===== src/rtl/msix_pkg.sv =====
package msix_pkg;

    // Word position inside one 16-byte vector entry (selected by address bits 3:2)
    typedef enum logic [1:0] {
        W_ADDR_LO = 2'd0,
        W_ADDR_HI = 2'd1,
        W_DATA    = 2'd2,
        W_CTRL    = 2'd3
    } word_sel_e;

    localparam int unsigned MAX_VEC    = 32;
    localparam int unsigned VEC_PORT_W = 5;
    localparam int unsigned PEND_BASE  = 12'h800;

endpackage


===== src/rtl/msix_entry_store.sv =====
module msix_entry_store
    import msix_pkg::*;
#(
    parameter int NUM_VEC = 8
) (
    input  logic                                        clk,
    input  logic                                        rst_n,
    input  logic                                        wr_en,
    input  logic [((NUM_VEC > 1) ? $clog2(NUM_VEC) : 1)-1:0] wr_idx,
    input  word_sel_e                                   wr_word,
    input  logic [31:0]                                 wr_data,
    input  logic [((NUM_VEC > 1) ? $clog2(NUM_VEC) : 1)-1:0] rd_idx,
    input  word_sel_e                                   rd_word,
    output logic [31:0]                                 rd_data,
    input  logic [((NUM_VEC > 1) ? $clog2(NUM_VEC) : 1)-1:0] msg_idx,
    output logic [63:0]                                 msg_addr,
    output logic [31:0]                                 msg_data,
    output logic [NUM_VEC-1:0]                          mask_vec
);

    logic [NUM_VEC-1:0][31:0] lo_d, lo_q;
    logic [NUM_VEC-1:0][31:0] hi_d, hi_q;
    logic [NUM_VEC-1:0][31:0] dat_d, dat_q;
    logic [NUM_VEC-1:0]       msk_d, msk_q;

    always_comb begin
        lo_d  = lo_q;
        hi_d  = hi_q;
        dat_d = dat_q;
        msk_d = msk_q;
        if (wr_en) begin
            case (wr_word)
                W_ADDR_LO: lo_d[wr_idx]  = wr_data;
                W_ADDR_HI: hi_d[wr_idx]  = wr_data;
                W_DATA:    dat_d[wr_idx] = wr_data;
                default:   msk_d[wr_idx] = wr_data[0];
            endcase
        end
    end

    always_ff @(posedge clk or negedge rst_n) begin
        if (!rst_n) begin
            lo_q  <= '0;
            hi_q  <= '0;
            dat_q <= '0;
            msk_q <= '1;
        end else begin
            lo_q  <= lo_d;
            hi_q  <= hi_d;
            dat_q <= dat_d;
            msk_q <= msk_d;
        end
    end

    always_comb begin
        case (rd_word)
            W_ADDR_LO: rd_data = lo_q[rd_idx];
            W_ADDR_HI: rd_data = hi_q[rd_idx];
            W_DATA:    rd_data = dat_q[rd_idx];
            default:   rd_data = {31'd0, msk_q[rd_idx]};
        endcase
    end

    assign msg_addr = {hi_q[msg_idx], lo_q[msg_idx]};
    assign msg_data = dat_q[msg_idx];
    assign mask_vec = msk_q;

endmodule


===== src/rtl/msix_use_ctr.sv =====
module msix_use_ctr #(
    parameter int NUM_VEC = 8,
    parameter int CNT_W   = 4
) (
    input  logic                                        clk,
    input  logic                                        rst_n,
    input  logic                                        inc_hit,
    input  logic                                        dec_hit,
    input  logic [((NUM_VEC > 1) ? $clog2(NUM_VEC) : 1)-1:0] cmd_idx,
    output logic [NUM_VEC-1:0]                          in_use,
    output logic                                        hit_zero
);

    localparam logic [CNT_W-1:0] CNT_MAX = '1;
    localparam logic [CNT_W-1:0] CNT_ONE = CNT_W'(1);

    logic [NUM_VEC-1:0][CNT_W-1:0] cnt_d, cnt_q;

    for (genvar v = 0; v < NUM_VEC; v++) begin : g_cnt
        logic sel;
        assign sel = (int'(cmd_idx) == v);

        always_comb begin
            cnt_d[v] = cnt_q[v];
            if (sel && inc_hit && !dec_hit && cnt_q[v] != CNT_MAX)
                cnt_d[v] = cnt_q[v] + CNT_ONE;
            else if (sel && dec_hit && !inc_hit && cnt_q[v] != '0)
                cnt_d[v] = cnt_q[v] - CNT_ONE;
        end

        always_ff @(posedge clk or negedge rst_n) begin
            if (!rst_n) cnt_q[v] <= '0;
            else        cnt_q[v] <= cnt_d[v];
        end

        assign in_use[v] = (cnt_q[v] != '0);
    end

    // a decrement from one brings the count to zero in this cycle
    assign hit_zero = dec_hit && !inc_hit && (cnt_q[cmd_idx] == CNT_ONE);

endmodule


===== src/rtl/msix_vec_ctrl.sv =====
module msix_vec_ctrl
    import msix_pkg::*;
#(
    parameter int NUM_VEC = 8,
    parameter int CNT_W   = 4
) (
    input  logic        clk,
    input  logic        rst_n,
    input  logic        reg_wr,
    input  logic        reg_rd,
    input  logic [11:0] reg_addr,
    input  logic [3:0]  reg_be,
    input  logic [31:0] reg_wdata,
    output logic [31:0] reg_rdata,
    input  logic        ctl_wr,
    input  logic        ctl_en,
    input  logic        ctl_maskall,
    input  logic        irq_req,
    input  logic [4:0]  irq_vec,
    output logic        busy,
    input  logic        use_cmd,
    input  logic        unuse_cmd,
    input  logic [4:0]  cmd_vec,
    output logic        msg_valid,
    input  logic        msg_ready,
    output logic [63:0] msg_addr,
    output logic [31:0] msg_data,
    output logic        intx_deassert
);

    localparam int IDX_W = (NUM_VEC > 1) ? $clog2(NUM_VEC) : 1;
    localparam logic [IDX_W-1:0] LAST_IDX = IDX_W'(NUM_VEC - 1);

    typedef struct packed {
        logic [NUM_VEC-1:0] pend;
        logic               en;
        logic               fmask;
        logic               scan_on;
        logic [IDX_W-1:0]   scan_idx;
        logic               mval;
        logic [IDX_W-1:0]   mvec;
        logic               intx;
    } core_t;

    core_t st_d, st_q;

    // register window decode
    logic             full_acc;
    logic             tbl_region;
    logic             ent_in_rng;
    logic [IDX_W-1:0] ent_idx;
    word_sel_e        ent_word;
    logic             tbl_wr_hit;
    logic [31:0]      store_rd;
    logic [NUM_VEC-1:0] mask_vec;
    logic             mask_post;

    assign full_acc   = (reg_be == 4'hF);
    assign tbl_region = !reg_addr[11];
    assign ent_in_rng = (int'(reg_addr[10:4]) < NUM_VEC);
    assign ent_idx    = reg_addr[4 +: IDX_W];
    assign ent_word   = word_sel_e'(reg_addr[3:2]);
    assign tbl_wr_hit = reg_wr && full_acc && tbl_region && ent_in_rng;

    // request and command decode
    logic             irq_in_rng, cmd_in_rng;
    logic [IDX_W-1:0] irq_idx, cmd_idx;
    logic [NUM_VEC-1:0] in_use;
    logic             hit_zero;
    logic             irq_hit;
    logic             slot_free;

    assign irq_in_rng = (int'(irq_vec) < NUM_VEC);
    assign cmd_in_rng = (int'(cmd_vec) < NUM_VEC);
    assign irq_idx    = irq_vec[IDX_W-1:0];
    assign cmd_idx    = cmd_vec[IDX_W-1:0];
    assign irq_hit    = irq_req && irq_in_rng && in_use[irq_idx];
    assign slot_free  = !st_q.mval || msg_ready;

    msix_entry_store #(.NUM_VEC(NUM_VEC)) u_store (
        .clk      (clk),
        .rst_n    (rst_n),
        .wr_en    (tbl_wr_hit),
        .wr_idx   (ent_idx),
        .wr_word  (ent_word),
        .wr_data  (reg_wdata),
        .rd_idx   (ent_idx),
        .rd_word  (ent_word),
        .rd_data  (store_rd),
        .msg_idx  (st_q.mvec),
        .msg_addr (msg_addr),
        .msg_data (msg_data),
        .mask_vec (mask_vec)
    );

    msix_use_ctr #(.NUM_VEC(NUM_VEC), .CNT_W(CNT_W)) u_use (
        .clk      (clk),
        .rst_n    (rst_n),
        .inc_hit  (use_cmd && cmd_in_rng),
        .dec_hit  (unuse_cmd && cmd_in_rng),
        .cmd_idx  (cmd_idx),
        .in_use   (in_use),
        .hit_zero (hit_zero)
    );

    // mask of the written entry as it stands after this write
    assign mask_post = (ent_word == W_CTRL) ? reg_wdata[0] : mask_vec[ent_idx];

    always_comb begin
        st_d      = st_q;
        st_d.intx = 1'b0;

        if (st_q.mval && msg_ready)
            st_d.mval = 1'b0;

        // control byte write
        if (ctl_wr) begin
            st_d.en    = ctl_en;
            st_d.fmask = ctl_maskall;
            if (ctl_en) begin
                st_d.intx = 1'b1;
                if (!ctl_maskall) begin
                    st_d.scan_on  = 1'b1;
                    st_d.scan_idx = '0;
                end
            end
        end

        // replay walk, one vector per free output slot
        if (st_q.scan_on && slot_free) begin
            if (!st_q.fmask && !mask_vec[st_q.scan_idx] && st_q.pend[st_q.scan_idx]) begin
                st_d.pend[st_q.scan_idx] = 1'b0;
                st_d.mval                = 1'b1;
                st_d.mvec                = st_q.scan_idx;
            end
            if (st_q.scan_idx == LAST_IDX)
                st_d.scan_on = 1'b0;
            else
                st_d.scan_idx = st_q.scan_idx + IDX_W'(1);
        end

        // table write: recheck the owning vector
        if (tbl_wr_hit && !st_d.fmask && !mask_post && st_d.pend[ent_idx]) begin
            st_d.pend[ent_idx] = 1'b0;
            st_d.mval          = 1'b1;
            st_d.mvec          = ent_idx;
        end

        // device interrupt request
        if (irq_hit) begin
            if (st_q.fmask || mask_vec[irq_idx]) begin
                st_d.pend[irq_idx] = 1'b1;
            end else begin
                st_d.mval = 1'b1;
                st_d.mvec = irq_idx;
            end
        end

        // last user released: forget a parked request
        if (hit_zero)
            st_d.pend[cmd_idx] = 1'b0;
    end

    always_ff @(posedge clk or negedge rst_n) begin
        if (!rst_n) st_q <= '0;
        else        st_q <= st_d;
    end

    // read path
    always_comb begin
        reg_rdata = '0;
        if (reg_rd && full_acc) begin
            if (tbl_region) begin
                if (ent_in_rng) reg_rdata = store_rd;
            end else if (reg_addr[10:2] == 9'd0) begin
                reg_rdata = 32'(st_q.pend);
            end
        end
    end

    assign busy          = st_q.scan_on || (st_q.mval && !msg_ready);
    assign msg_valid     = st_q.mval;
    assign intx_deassert = st_q.intx;

endmodule


===== config.mk =====
export PLATFORM = sky130hd
export DESIGN_NAME = msix_vec_ctrl
export DESIGN_NICKNAME = d
export VERILOG_FILES = /design/src/rtl/msix_pkg.sv /design/src/rtl/msix_entry_store.sv /design/src/rtl/msix_use_ctr.sv /design/src/rtl/msix_vec_ctrl.sv
export SDC_FILE = /design/constraint.sdc
export NUM_CORES = 1
export LEC_CHECK = 0
export BUFFER_PORTS_ARGS = -buffer_cell sky130_fd_sc_hd__buf_2
export CAP_MARGIN = 20
export CELL_PAD_IN_SITES_DETAIL_PLACEMENT = 1
export CELL_PAD_IN_SITES_GLOBAL_PLACEMENT = 1
export CORE_MARGIN = 2
export CORE_UTILIZATION = 31
export CTS_CLUSTER_SIZE = 30
export DETAILED_ROUTE_END_ITERATION = 12
export PLACE_DENSITY_LB_ADDON = 0.12
export REMOVE_ABC_BUFFERS = 1
export SYNTH_ARGS = -nofsm -noshare
export SYNTH_HDL_FRONTEND = slang
export SYNTH_SLANG_ARGS = --single-unit

===== constraint.sdc =====
create_clock -name clk -period 2.95 [get_ports clk]
set_input_delay 0.59 -clock clk [delete_from_list [all_inputs] [get_ports clk]]
set_output_delay 0.59 -clock clk [all_outputs]
set_load 0.02 [all_outputs]

-- After elaboration in Yosys (flattened, before gate mapping)
Index checks and enable logic that the tools add are counted.
- bitwise operators: 8
- $add $sub $neg: 17
- $lt $le $gt $ge: 12
- reductions and logical operators: 106
- eq/ne operators: 21
- mux-type cells: 81
- operators with widths (cell ; number):
    $bwmux 256 ; 3
    $bmux 32 s3 ; 6
    $mux 32 ; 10
    $demux 32 s3 ; 1
    $pmux 32 s3 ; 1
    $mux 4 ; 23
    $logic_and 1x1->1 ; 70
    $mux 8 ; 8
    $add 4x1->4 const B ; 8
    $ne 4x4->1 const B ; 8
    $reduce_bool 4->1 ; 8
    $sub 4x1->4 const B ; 8
    $and 8x8->8 ; 3
    $not 8->8 ; 3
    $lt 3x4->1 const B ; 5
    $bmux 1 s3 ; 6
    $reduce_bool 2->1 ; 8
    $eq 3x3->1 const B ; 5
    $mux 1 ; 15
    $bmux 4 s3 ; 1
    $demux 1 s3 ; 4
    $ge 3x1->1 const B ; 4
    $lt 5x4->1 const B ; 2
    $logic_not 1->1 ; 9
    19 further kinds ; 26
- logic and storage cells: 285
- register bits: 826

-- Longest topological paths before layout
Gate-level depths: netlist of the first run.
- depth after elaboration: 17
- mapped depth: 11

-- Cells and area by module
From an unflattened synthesis of the first run, not the netlist that was laid out.
- cell total of the unflattened synthesis: 2979
- area total of the unflattened synthesis: 45177.1 um^2
- modules (own cells, without submodules) (module ; times used ; cells an instance ; sequential area each (um^2) ; area an instance (um^2)):
    msix_entry_store ; 1 ; 2503 ; 19428.6 ; 40831.7
    msix_use_ctr ; 1 ; 234 ; 800.8 ; 2394.8
    msix_vec_ctrl ; 1 ; 242 ; 450.4 ; 1950.6

-- Least setup slack after synthesis of the first run
OpenSTA, ideal clock, no wires.
- path type: input-to-output
- start: input port reg_addr[5]
- end: output port reg_rdata[2]
- path slack: -319 ps
- cell stages on the path: 10
- path buffers: 5
- arrival: 2679 ps
- cells stage by stage: buf_2 -> buf_2 -> buf_2 -> buf_1 -> clkbuf_1 -> a21oi_1 -> o211ai_1 -> o21ai_0 -> a2bb2oi_1 -> o21ai_0
- cells in the longest elaborated chain, start to end: 6
- elaborated cells on any way between the ends: 13
- those cells by class: order compare: 1; mux: 11; reduce/logical: 1
- ends and longest elaborated chain (element ; RTL line ; source):
    start, declared ; msix_vec_ctrl.sv:11 ; input logic [11:0] reg_addr,
    $bmux 32 s3 (on tied branches) ; msix_entry_store.sv:59, msix_entry_store.sv:57, msix_entry_store.sv:58 ;
    $mux 32 (on tied branches) ; msix_entry_store.sv:59, msix_entry_store.sv:57, msix_entry_store.sv:58 ;
    $pmux 32 s3 ; msix_entry_store.sv:56 ; case (rd_word)
    $mux 32 ; msix_vec_ctrl.sv:174 ; if (ent_in_rng) reg_rdata = store_rd;
    $mux 32 (*) ; msix_vec_ctrl.sv:173 ; if (tbl_region) begin
    $mux 32 (*) ; msix_vec_ctrl.sv:172 ; if (reg_rd && full_acc) begin
    end, declared ; msix_vec_ctrl.sv:14 ; output logic [31:0] reg_rdata,
Mark *: on every way between the ends. The rest lies on a longest branch, timed or not. The select of a mux whose other input is x is not followed.

-- Worst setup path in the final report of the first run
- start: register st_q[1] in the netlist's numbering
- end: output port msg_data[22]
- cells in the longest elaborated chain, start to end: 2
- ends and longest elaborated chain (element ; RTL line ; source):
    start, declared ; msix_vec_ctrl.sv:45 ; core_t st_d, st_q;
    start signal, assigned ; msix_vec_ctrl.sv:166 ; else st_q <= st_d;
    $bmux 32 s3 ; msix_entry_store.sv:65 ; assign msg_data = dat_q[msg_idx];
    $mux 32 (not written as such) ; msix_entry_store.sv:65 ;
    end, declared ; msix_vec_ctrl.sv:27 ; output logic [31:0] msg_data,
No other way between the ends. The select of a mux whose other input is x is not followed.

==> impl_metrics.sql, run 1 <==
INSERT INTO impl_metrics (metric_group, metric, value, unit) VALUES
('synth', 'synth.lib_cells_used.distinct', '71', ''),
('critical_path', 'critical_path.max_fanout', '12', ''),
('power', 'cellPowerDensity', '583', 'nW/um^2'),
('synth', 'post_synth_fa_ha_maj_area_fraction', '0.884', '%'),
('synth', 'ffs_latches_synth', '826', ''),
('global_routing', 'grt_pass1_wl', '267', 'mm'),
('sta', 'finalClockSkew', '0.00735', 'ns'),
('global_routing', 'first_global_vias', '35623', ''),
('synth', 'combinational_family_with_the_most_area_after_synthesis', 'multiplexers', ''),
('die', 'num_rows', '137', ''),
('cts', 'h-tree-depth', '3', ''),
('hold_path', 'worst_hold_startpoint', 'ctl_en', ''),
('sta', 'layout_worst_path_cycle_share', '112', '%'),
('synth', 'netlist.top_cell.by_area', 'dfrtp_1', ''),
('synth', 'synth.top_cells.by_count', '922 x mux2_2, 818 x dfrtp_1, 194 x mux4_2, 185 x clkbuf_1, 157 x a22oi_1', ''),
('power', 'p_leak', '0.0272', 'uW'),
('die', 'floorplan.initialDensity', '31.2', '%'),
('hold_path', 'timing.hold.worst.class', 'input pin to flip-flop', ''),
('cts', 'worst_skew_pair.late_latency', '0.72', 'ns'),
('critical_path', 'reg2reg_from', 'st_q[9]', ''),
('die', 'fp.dieW', '379', 'um'),
('cts', 'cts.reportedPaths.clkPinSlew', '0.05', 'ns'),
('sta', 'finalWorstPathRequiredPeriod', '3.31', 'ns'),
('sta', 'setup_viol_count_final', '128', ''),
('hold_path', 'worst_hold_path_cell_count', '2', ''),
('drt', 'total_number_of_vias', '33203', ''),
('power', 'power_frac_clock', '40.5', '%'),
('sta', 'layout_setup_ws', '-0.359', 'ns'),
('sta', 'maxSlewViolCount', '0', ''),
('placement', 'placed_cell_area', '50000', 'um^2'),
('run_status', 'violations', 'negative setup slack', ''),
('flow_run', 'drv.max_cap_violation_count', '0', ''),
('cts', 'cts.sinks', '826', ''),
('sta', 'fmaxAchievable', '302', 'MHz'),
('hold_path', 'holdPathEnd', 'intx_deassert', ''),
('critical_path', 'category_of_the_most_critical_setup_path', 'flip-flop to output pin', ''),
('layout', 'final_core_util', '41.8', '%'),
('synth', 'syn_inst', '3246', ''),
('critical_path', 'cp-start-kind', 'flip-flop', ''),
('cts', 'ctsRootBufferMaster', 'clkbuf_16', ''),
('critical_path', 'worst-r2r-cell-count', '7', ''),
('power', 'cell_internal_pwr', '23800', 'uW'),
('synth', 'mappedNetlistArea', '43600', 'um^2'),
('drt', 'wirelength', '189', 'mm'),
('synth', 'dominant_synthesized_flop_cell', 'dfrtp_1', ''),
('run_status', 'run_status', 'finished, violations left', ''),
('critical_path', 'worstReg2RegEnd', 'st_q[15]', ''),
('critical_path', 'worst-endpoint-arrival', '2.72', 'ns'),
('drt', 'drt-initial-drc-count', '2535', ''),
('synth', 'yosys.cell_count.top_type', 'mux2_2', ''),
('synth', 'synth_compound_area_share', '9.32', '%'),
('power', 'p_switching', '10200', 'uW'),
('layout', 'post_route_cells_drive_above_1_share', '57.2', '%'),
('drt', 'firstDrtPassIters', '7', ''),
('synth', 'syn-mean-instance-area', '13.4', 'um^2'),
('drt', 'final_antenna_net_count', '0', ''),
('synth', 'synth_top_area_share', '47.0', '%'),
('layout', 'final.fill_count', '14182', ''),
('sta', 'timing.max_slew.rel_slack', '49.8', '%'),
('synth', 'synthesis.yosys.warnings', '0', ''),
('global_routing', 'track_usage', '25.8', '%'),
('drt', 'drc', '0', ''),
('placement', 'port-buffer-count', '197', ''),
('sta', 'timing.final.hold_violations', '0', ''),
('die', 'dieHeight', '379', 'um'),
('power', 'swShare', '29.9', '%'),
('die', 'fp.coreArea', '140000', 'um^2'),
('global_routing', 'gr_ovfl_total', '0', ''),
('cts', 'clock_buffers_created_by_tritoncts', '102', ''),
('synth', 'leading_cell_types_by_total_area_after_synthesis', 'dfrtp_1 47%, mux2_2 24%, mux4_2 10%', ''),
('cts', 'clockBufferDepth', '3', '');
[state kept, by name (all words and copies together) (netlist names)]
signal	cells
intx_deassert	1
msg_valid	1
st_q	16
u_store.dat_q	256
u_store.hi_q	256
u_store.lo_q	256
u_store.mask_vec	8
u_use.cnt_q	32
[power groups by stage]
stage	sequential [uW]	clock [uW]	combinational, uW
after floorplan	12800	0	2290
after global placement	12400	0	6420
after detailed placement	12400	0	6570
after CTS	12200	14000	7710
after global routing	12300	14400	8450
final	12200	13800	7970
[placed cells by master (no fill, tap or decap), types with 11 or more instances in the layout]
cell type  netlist  routed
buf_2           72     102
o21ai_1          1      11
nand4_1         30      30
mux2_4           0      55
a22o_1          56      55
mux4_2         194     194
nand2_1         88      62
buf_4            0     280
a21oi_1         72      56
clkbuf_1       185      24
clkinv_2         0      22
bufinv_16        0      17
clkbuf_8         0      18
dfrtp_1        818     815
a221oi_1        35      16
nand3_1         49      43
clkbuf_16        0     113
nand2_2          0      26
a22oi_2          0      25
a222oi_1        60      60
a21oi_2          0      15
nor4_1          13      12
ha_1            18      18
a221oi_2         0      18
nor2_1          78      68
a31oi_1         23      21
buf_16           0      26
buf_8            0      26
a22oi_1        157     132
nor3_1          11      11
mux2i_1         40      39
buf_12           0     160
buf_6            0     155
mux2_2         922     867
xor2_1          14      14
xnor2_1         15      15
o21ai_0         40      20
[how the worst max path moves through the flow]
stage / slack (ns) / from / cells past startpoint / end
after floorplan: -5.95 / st_q[1] / 2 / msg_addr[0]
after global placement: -0.65 / reg_addr[5] / 12 / reg_rdata[2]
after detailed placement: -0.64 / reg_addr[5] / 12 / reg_rdata[2]
after CTS: -0.40 / st_q[1] / 5 / msg_data[4]
after global routing: -0.44 / st_q[1] / 6 / msg_data[22]
final: -0.36 / st_q[1] / 6 / msg_data[22]
[logic make-up (layout without fill, tap and decap cells)]
family,count (synthesis),after routing
mux,1156,1156
flops,826,826
compound gates,537,537
simple gates,346,347
buf+inv,326,957
xor+xnor,29,29
fa+ha+maj,26,26
other cells,0,2
[routing by layer]
layer  part of all wire [%]  track usage [%]  up-vias
met2                     48             43.2     1036
met1                     44             34.6    18167
met4                    3.3             7.95        2
met3                    4.7             3.37      287
met5                 0.0063                0        -
li1                       -                -    13711
[layout make-up]
cell class	count	area, um^2	share of cell area (%)
well taps	1876	2350	4.03
clock inverters	45	691	1.19
clock buffers	146	2940	5.05
flip-flops and latches	826	20700	35.5
diodes	2	5.00	0.00859
inverters	6	22.5	0.0387
repair buffers	760	8930	15.3
multi-input cells	2095	22600	38.8
[worst max-delay path, stage by stage, from the launching register on]
cell     delay (ns)
dfrtp_4        0.46
buf_12         0.20
buf_12         0.14
buf_16         0.16
mux4_2         0.53
mux2_4         0.32
buf_6          0.14
[repair_timing]
action | CTS | global route
hold buffers | 1 | 0
gates resized for setup | 400 | 207
gates cloned | 17 | 9
pin swaps | 128 | 150
setup buffers | 113 | 85
hold endpoints to repair | 37 | 0
setup endpoints to repair | 128 | 128
[stage by stage]
stage | instances | hold WS, ns | setup TNS (ns) | total power [uW]
after CTS | 5675 | 0.0654 | -39.01 | 34000
after detailed placement | 5360 | 0.502 | -44.23 | 19000
after global routing | 5755 | 0.106 | -43.08 | 35200
final | 5756 | 0.115 | -33.48 | 34000
after global placement | 5360 | 0.483 | -34.33 | 18800
after floorplan | 2926 | 0.294 | -2202.52 | 15100
No activity file was read; power rests on OpenSTA's default activity.
==> run 2: changes to the inputs <==
CAP_MARGIN = not set   (was 20)
SETUP_SLACK_MARGIN = 0.15   (was not set)
==> run 2 against run 1 <==
Against the previous run: the flow still finishes with violations (negative setup slack); non-clock buffer count down 27; largest cell class unchanged; core utilization down 0.33 points; total power down 0.42%; clock skew down 0.00081 ns; final area down 0.78%; sequential cell count unchanged; wire length down 1.0%; critical path type unchanged.
==> impl_metrics.sql, run 2 (synthesis results as in run 1) <==
INSERT INTO impl_metrics (metric_group, metric, value, unit) VALUES
('run_status', 'run_status', 'finished, violations left', ''),
('run_status', 'violations', 'negative setup slack', ''),
('global_routing', 'gr_ovfl_total', '0', ''),
('die', 'floorplan.initialDensity', '31.2', '%'),
('sta', 'layout_worst_path_cycle_share', '112', '%'),
('critical_path', 'worst-r2r-cell-count', '7', ''),
('critical_path', 'critical_path.max_fanout', '20', ''),
('flow_run', 'drv.max_cap_violation_count', '0', ''),
('layout', 'final-instance-count-excl-fill', '5730', ''),
('die', 'num_rows', '137', ''),
('drt', 'wirelength', '187', 'mm'),
('cts', 'worst_skew_pair.late_latency', '0.72', 'ns'),
('drt', 'post_drt_via_cell_ratio', '5.81', ''),
('placement', 'dpl.cell_count', '5360', ''),
('critical_path', 'critPathTopFamily', 'multiplexers', ''),
('layout', 'biggestRegsByFlops', 'u_store.dat_q (256), u_store.hi_q (256), u_store.lo_q (256)', ''),
('critical_path', 'cp_num_cells', '5', ''),
('drt', 'total_number_of_vias', '33268', ''),
('die', 'fp.coreArea', '140000', 'um^2'),
('drt', 'drc', '0', ''),
('sta', 'layout_setup_ws', '-0.352', 'ns'),
('critical_path', 'worst-endpoint-arrival', '2.71', 'ns'),
('placement', 'placed_cell_area', '50000', 'um^2'),
('die', 'dieHeight', '379', 'um'),
('critical_path', 'path_cells', 'buf_12, buf_12, mux4_2, mux2_2, buf_2', ''),
('layout', 'final_core_util', '41.4', '%'),
('sta', 'worst-slew-pin-transition', '0.698', 'ns'),
('hold_path', 'worst_hold_startpoint', 'ctl_en', ''),
('cts', 'clock_buffers_created_by_tritoncts', '102', ''),
('sta', 'finalClockSkew', '0.00653', 'ns'),
('drt', 'drt-wirelength-per-cell', '32.7', 'um'),
('drt', 'firstDrtPassIters', '8', ''),
('critical_path', 'cp_data_required_time', '2.36', 'ns'),
('drt', 'drt-initial-drc-count', '2622', ''),
('sta', 'fmaxAchievable', '303', 'MHz'),
('hold_path', 'timing.hold.worst.class', 'input pin to flip-flop', ''),
('cts', 'ctsRootBufferMaster', 'clkbuf_16', ''),
('critical_path', 'critPathBufInv', '3', ''),
('layout', 'fin_area', '57800', 'um^2'),
('critical_path', 'dominant_cell_type_by_count_on_the_critical_path', 'buf_12', ''),
('sta', 'timing.final.hold_violations', '0', ''),
('cts', 'h-tree-depth', '3', ''),
('critical_path', 'cp-start-kind', 'flip-flop', ''),
('critical_path', 'category_of_the_most_critical_setup_path', 'flip-flop to output pin', ''),
('die', 'die_area', '144000', 'um^2'),
('critical_path', 'critical-path-slowest-cell', 'mux4_2', ''),
('layout', 'layout_commonest_cell', 'mux2_2', ''),
('layout', 'final.fill_count', '14168', ''),
('sta', 'setup_viol_count_final', '128', ''),
('critical_path', 'reg2reg_from', 'st_q[9]', ''),
('power', 'p_leak', '0.0270', 'uW'),
('die', 'design.portCount', '200', ''),
('critical_path', 'worstReg2RegEnd', 'st_q[15]', ''),
('sta', 'timing.setup.tns', '-33.27', 'ns'),
('global_routing', 'grt_max_degree', '112', ''),
('cts', 'tritoncts', 'yes', ''),
('power', 'cellPowerDensity', '585', 'nW/um^2'),
('sta', 'finalWorstPathRequiredPeriod', '3.30', 'ns'),
('sta', 'setup_repair_after_global_routing_missed_its_margin', 'true', ''),
('drt', 'final_antenna_net_count', '0', ''),
('cts', 'clockBufferDepth', '3', ''),
('critical_path', 'worst_setup_path_end_kind', 'output pin', ''),
('placement', 'finalWeightedCongestion', '0.822', ''),
('sta', 'hold_ws', '0.117', 'ns'),
('placement', 'port-buffer-count', '197', ''),
('sta', 'maxSlewViolCount', '0', ''),
('global_routing', 'first_global_vias', '35654', ''),
('global_routing', 'track_usage', '25.8', '%'),
('layout', 'post_route_cells_drive_above_1_share', '56.8', '%'),
('layout', 'area.growth.synth_to_final', '32.6', '%'),
('global_routing', 'grt_pass1_wl', '268', 'mm'),
('cts', 'cts.reportedPaths.clkPinSlew', '0.05', 'ns'),
('layout', 'finish.net_count', '3859', ''),
('power', 'vdd_ir_drop_max', '0.455', 'mV'),
('critical_path', 'cp_slowest_stage_delay', '0.53', 'ns'),
('hold_path', 'holdPathEnd', 'intx_deassert', ''),
('sta', 'timing.max_slew.rel_slack', '53.5', '%'),
('global_routing', 'antenna_found_initial', '2', ''),
('placement', 'dp.final_hpwl', '119', 'mm'),
('critical_path', 'rrSetupSlack', '0.47', 'ns'),
('cts', 'cts.sinks', '826', ''),
('hold_path', 'worst_hold_path_cell_count', '2', ''),
('die', 'fp.dieW', '379', 'um'),
('layout', 'most_used_cells_in_the_layout_excluding_fill_and_tap_cells', '867 x mux2_2, 815 x dfrtp_1, 275 x buf_4', '');
## run 2: changes by cell type in the layout (fill, tap and decap cells not counted), moves of 4 or more
cell | previous run | this run
a221oi_2 | 18 | 11
clkbuf_16 | 113 | 109
a221oi_1 | 16 | 24
buf_6 | 155 | 131
buf_4 | 280 | 275
buf_12 | 160 | 155
buf_2 | 102 | 108
## run 2: repair_timing
| action | CTS | global route |
|---|---|---|
| buffers inserted | 120 | 32 |
| hold buffers | 1 | 0 |
| hold endpoints to repair | 37 | 0 |
| pin swaps | 128 | 127 |
| endpoints found under the setup margin | 128 | 128 |
| resized for setup | 388 | 150 |
| cloned | 17 | 6 |
## run 2: worst max-delay path by stage
stage                                   start            to  slack [ns]
final                                 st_q[1]  msg_addr[27]       -0.35
after global routing      u_store.mask_vec[4]  reg_rdata[0]       -0.45
after CTS                             st_q[1]   msg_data[4]       -0.40
after detailed placement          reg_addr[5]  reg_rdata[2]       -0.64
after global placement            reg_addr[5]  reg_rdata[2]       -0.65
after floorplan                       st_q[1]   msg_addr[0]       -5.95
## run 2: stage by stage
stage,power [uW],worst slack (ns)
2_1_floorplan,15100,-5.95
3_3_place_gp,18800,-0.653
3_5_place_dp,19000,-0.637
4_1_cts,34000,-0.403
5_1_grt,35100,-0.445
6_report,33800,-0.352
## run 2: cell type report
| type | instances | area (um^2) | area share [%] |
|---|---|---|---|
| Clock inverter | 45 | 691 | 1.19 |
| Sequential cell | 826 | 20700 | 35.8 |
| Timing Repair Buffer | 733 | 8570 | 14.8 |
| Antenna cell | 3 | 7.51 | 0.0130 |
| Multi-Input combinational cell | 2095 | 22500 | 39.0 |
| Inverter | 6 | 22.5 | 0.0390 |
| Clock buffer | 146 | 2940 | 5.09 |
| Tap cell | 1876 | 2350 | 4.06 |
## run 2: metal layers
metal / vias to the layer above / GRT usage (%) / wire [um]
li1: 13685 / - / -
met1: 18139 / 34.8 / 81800
met2: 1126 / 43.0 / 90800
met3: 316 / 3.40 / 8870
met4: 2 / 8.12 / 5960
met5: - / 0 / 12
## run 2: power by group
group,internal [uW],switching (uW)
clock network,8400,5350
registers,11700,578
logic,3650,4190
==> run 3: changes to the inputs <==
ABC_AREA = 1   (was not set)
ABC_CLOCK_PERIOD_IN_PS = 2950   (was not set)
==> run 3 against run 2 <==
Against the previous run: the run still ends with negative setup slack left; highest routed layer is now met4; die area fell by 0.68%; first-iteration DRC count rose by 52%; final cell count is 38% higher; synthesized cell count is 72% higher; total power increased by 26%; critical path depth grew 3; final area decreased by 2.0%; global-route usage increased by 3.1 points; area after synthesis fell by 0.69%; clock skew grew 0.016 ns; critical endpoint is now msg_data[15].
==> impl_metrics.sql, run 3 <==
INSERT INTO impl_metrics (metric_group, metric, value, unit) VALUES
('sta', 'hold_ws', '0.0656', 'ns'),
('placement', 'finalWeightedCongestion', '0.830', ''),
('power', 'p_leak', '0.0244', 'uW'),
('synth', 'synthesis.yosys.warnings', '0', ''),
('critical_path', 'cp-start-kind', 'flip-flop', ''),
('synth', 'mappedNetlistArea', '43300', 'um^2'),
('sta', 'layout_worst_path_cycle_share', '111', '%'),
('layout', 'final_core_util', '40.7', '%'),
('die', 'fp.coreArea', '139000', 'um^2'),
('synth', 'synth.lib_cells_used.distinct', '56', ''),
('sta', 'setup_viol_count_final', '128', ''),
('sta', 'layout_setup_ws', '-0.332', 'ns'),
('sta', 'maxSlewViolCount', '0', ''),
('die', 'num_rows', '137', ''),
('power', 'power_frac_seq', '28.5', '%'),
('cts', 'clock_buffers_created_by_tritoncts', '106', ''),
('layout', 'area.growth.synth_to_final', '30.8', '%'),
('synth', 'synth_enable_flop_cells', '0', ''),
('sta', 'timing.final.hold_violations', '0', ''),
('layout', 'final.fill_count', '16344', ''),
('synth', 'ffs_latches_synth', '826', ''),
('cts', 'worst_skew_pair.late_latency', '0.74', 'ns'),
('power', 'p_switching', '16500', 'uW'),
('layout', 'most_used_cells_in_the_layout_excluding_fill_and_tap_cells', '1311 x nand2_1, 1249 x o21ai_0, 815 x dfrtp_1', ''),
('sta', 'fmaxAchievable', '305', 'MHz'),
('critical_path', 'critPathTopFamily', 'buffers and inverters', ''),
('layout', 'antenna-diode-count', '0', ''),
('critical_path', 'worst_setup_path_end_kind', 'output pin', ''),
('synth', 'dominant_synthesized_flop_cell', 'dfrtp_1', ''),
('layout', 'final-instance-count-excl-fill', '7902', ''),
('hold_path', 'timing.hold.worst.class', 'input pin to flip-flop', ''),
('critical_path', 'cp_data_required_time', '2.36', 'ns'),
('power', 'swShare', '38.8', '%'),
('critical_path', 'timing.critical_path.from', 'st_q[1]', ''),
('flow_run', 'drv.max_cap_violation_count', '0', ''),
('drt', 'final_antenna_net_count', '0', ''),
('die', 'floorplan.initialDensity', '31.1', '%'),
('critical_path', 'critical_path.max_fanout', '10', ''),
('layout', 'fin_area', '56600', 'um^2'),
('layout', 'multiInputGateArea', '20200', 'um^2'),
('die', 'die_area', '143000', 'um^2'),
('synth', 'syn-mean-instance-area', '7.74', 'um^2'),
('drt', 'drc', '0', ''),
('hold_path', 'worst_hold_startpoint', 'ctl_en', ''),
('critical_path', 'critPathBufInv', '4', ''),
('placement', 'dp.final_hpwl', '127', 'mm'),
('sta', 'finalClockSkew', '0.0228', 'ns'),
('synth', 'syn_inst', '5594', ''),
('cts', 'ctsRootBufferMaster', 'clkbuf_16', ''),
('critical_path', 'path_cells', 'buf_12, inv_16, bufbuf_16, nor2_1, o21ai_0, a21oi_1, a31oi_2, buf_4', ''),
('critical_path', 'category_of_the_most_critical_setup_path', 'flip-flop to output pin', ''),
('drt', 'firstDrtPassIters', '6', ''),
('critical_path', 'reg2reg_from', 'st_q[5]', ''),
('sta', 'setup_repair_after_global_routing_missed_its_margin', 'true', ''),
('cts', 'clockBufferDepth', '3', ''),
('global_routing', 'gr_ovfl_total', '0', ''),
('cts', 'cts.sinks', '826', ''),
('die', 'design.portCount', '200', ''),
('drt', 'drt-wirelength-per-cell', '26.9', 'um'),
('synth', 'ys_seq_area_share', '47.8', '%'),
('placement', 'port-buffer-count', '197', ''),
('drt', 'wirelength', '213', 'mm'),
('placement', 'dpl.cell_count', '7585', ''),
('synth', 'ys_async_sr_fraction', '100', '%'),
('global_routing', 'grt_max_degree', '83', ''),
('global_routing', 'antenna_found_initial', '3', ''),
('cts', 'tritoncts', 'yes', ''),
('power', 'final_power', '42600', 'uW'),
('synth', 'leading_cell_types_by_total_area_after_synthesis', 'dfrtp_1 47%, o21ai_0 16%, nand2_1 11%', ''),
('power', 'cell_internal_pwr', '26100', 'uW'),
('sta', 'timing.max_slew.rel_slack', '42.1', '%'),
('power', 'power_frac_clock', '31.8', '%'),
('sta', 'finalWorstPathRequiredPeriod', '3.28', 'ns'),
('layout', 'layout_commonest_cell', 'nand2_1', ''),
('layout', 'area.sequential', '20700', 'um^2'),
('critical_path', 'critical-path-slowest-cell', 'dfrtp_4', ''),
('synth', 'synth.top_cells.by_count', '1360 x o21ai_0, 1326 x nand2_1, 818 x dfrtp_1, 441 x inv_1, 348 x clkbuf_1', ''),
('critical_path', 'worst-endpoint-arrival', '2.69', 'ns'),
('global_routing', 'track_usage', '29.0', '%'),
('power', 'cellPowerDensity', '752', 'nW/um^2'),
('layout', 'post_route_cells_drive_above_1_share', '18.2', '%'),
('drt', 'post_drt_via_cell_ratio', '5.52', ''),
('die', 'fp.dieW', '378', 'um'),
('layout', 'biggestRegsByFlops', 'u_store.dat_q (256), u_store.hi_q (256), u_store.lo_q (256)', ''),
('sta', 'worst-slew-pin-transition', '0.868', 'ns'),
('drt', 'drt-initial-drc-count', '3978', ''),
('run_status', 'run_status', 'finished, violations left', ''),
('power', 'comb_power_share', '39.7', '%'),
('critical_path', 'cp_slowest_stage_delay', '0.49', 'ns'),
('global_routing', 'grt_pass1_wl', '307', 'mm'),
('synth', 'yosys.cell_count.top_type', 'o21ai_0', ''),
('placement', 'placed_cell_area', '49400', 'um^2'),
('synth', 'synth_top_area_share', '47.3', '%'),
('power', 'vdd_ir_drop_max', '0.459', 'mV'),
('run_status', 'violations', 'negative setup slack', ''),
('synth', 'netlist.top_cell.by_area', 'dfrtp_1', ''),
('global_routing', 'first_global_vias', '43977', ''),
('cts', 'cts.reportedPaths.clkPinSlew', '0.06', 'ns'),
('cts', 'h-tree-depth', '3', ''),
('die', 'dieHeight', '378', 'um'),
('drt', 'total_number_of_vias', '43616', ''),
('layout', 'finish.net_count', '6038', '');
## run 3: changes by cell type after synthesis, moves of 94 or more
cell	previous run	this run
nand2_1	88	1326
nor2_1	78	172
o21ai_0	40	1360
a22oi_1	157	35
a21oi_1	72	314
mux2_2	922	1
mux4_2	194	0
clkbuf_1	185	348
inv_1	6	441
## run 3: power by group through the flow
| stage | Sequential [uW] | Combinational (uW) | Clock (uW) |
|---|---|---|---|
| floorplan | 12700 | 5890 | 0 |
| global route | 12200 | 17900 | 14200 |
| detailed placement | 12500 | 12900 | 0 |
| finish | 12100 | 16900 | 13500 |
| CTS | 12100 | 15300 | 13800 |
| global placement | 12500 | 12700 | 0 |
## run 3: worst paths after layout
path / to / slack [ns] / depth (start not counted)
max: msg_data[15] / -0.33 / 8
min: intx_deassert / 0.07 / 3
max reg2reg: st_q[14] / 0.40 / 13
min reg2reg: u_use.cnt_q[19] / 0.47 / 1
max in group asynchronous: u_store.lo_q[33] / 1.38 / 3
min in group asynchronous: u_store.dat_q[247] / 0.42 / 2
## run 3: final cells by class
cell class / instances / area share [%]
clock buffers: 151 / 5.35
repair buffers: 693 / 14.1
flip-flops and latches: 826 / 36.5
multi-input cells: 3861 / 35.7
inverters: 448 / 3.13
clock inverters: 40 / 0.912
repair inverters: 7 / 0.186
well taps: 1876 / 4.14
## run 3: metrics by stage
stage	TNS, ns	setup slack [ns]
3_3_place_gp	-10.54	-0.656
4_1_cts	-26.29	-0.327
6_report	-24.03	-0.332
5_1_grt	-34.46	-0.401
2_1_floorplan	-2042.44	-11.94
3_5_place_dp	-10.70	-0.681
## run 3: repair_timing
action / 4_1_cts / 5_1_grt
gates resized for setup: 333 / 228
setup endpoints to repair: 128 / 128
pin swaps: 58 / 59
setup buffers: 61 / 24
cloned: 21 / 19
hold buffers: 1 / 0
hold endpoints to repair: 12 / 0
## run 3: layer usage
metal | up-vias | GRT usage [%] | part of all wire, %
met2 | 1358 | 46.7 | 46
li1 | 19709 | - | -
met1 | 22223 | 40.8 | 46
met5 | - | 0 | 0
met3 | 326 | 3.60 | 5.5
met4 | 0 | 7.81 | 3.1
## run 3: cell families (layout without fill, tap and decap cells)
group / after synthesis / count (layout) / synth area share (%)
AOI/OAI and AO/OA: 2094 / 2094 / 26.7
xor gates and xnor gates: 24 / 24 / 0.485
adders and majority gates: 26 / 26 / 0.890
buffers and inverters: 907 / 1339 / 8.13
DFF: 826 / 826 / 47.8
muxes: 5 / 5 / 0.118
and+or+nand+nor: 1712 / 1712 / 15.9
## run 3: worst register-to-register path, stage by stage, from the launching register on
cell	delay, ns
dfrtp_1	0.60
inv_1	0.22
nor2_1	0.16
o21ai_1	0.10
nor2_2	0.36
nand4_1	0.15
nand2_1	0.13
nand2_1	0.07
nand2_1	0.07
nor2_1	0.11
buf_4	0.19
nand3_1	0.10
nand2_1	0.07
a21oi_1	0.15
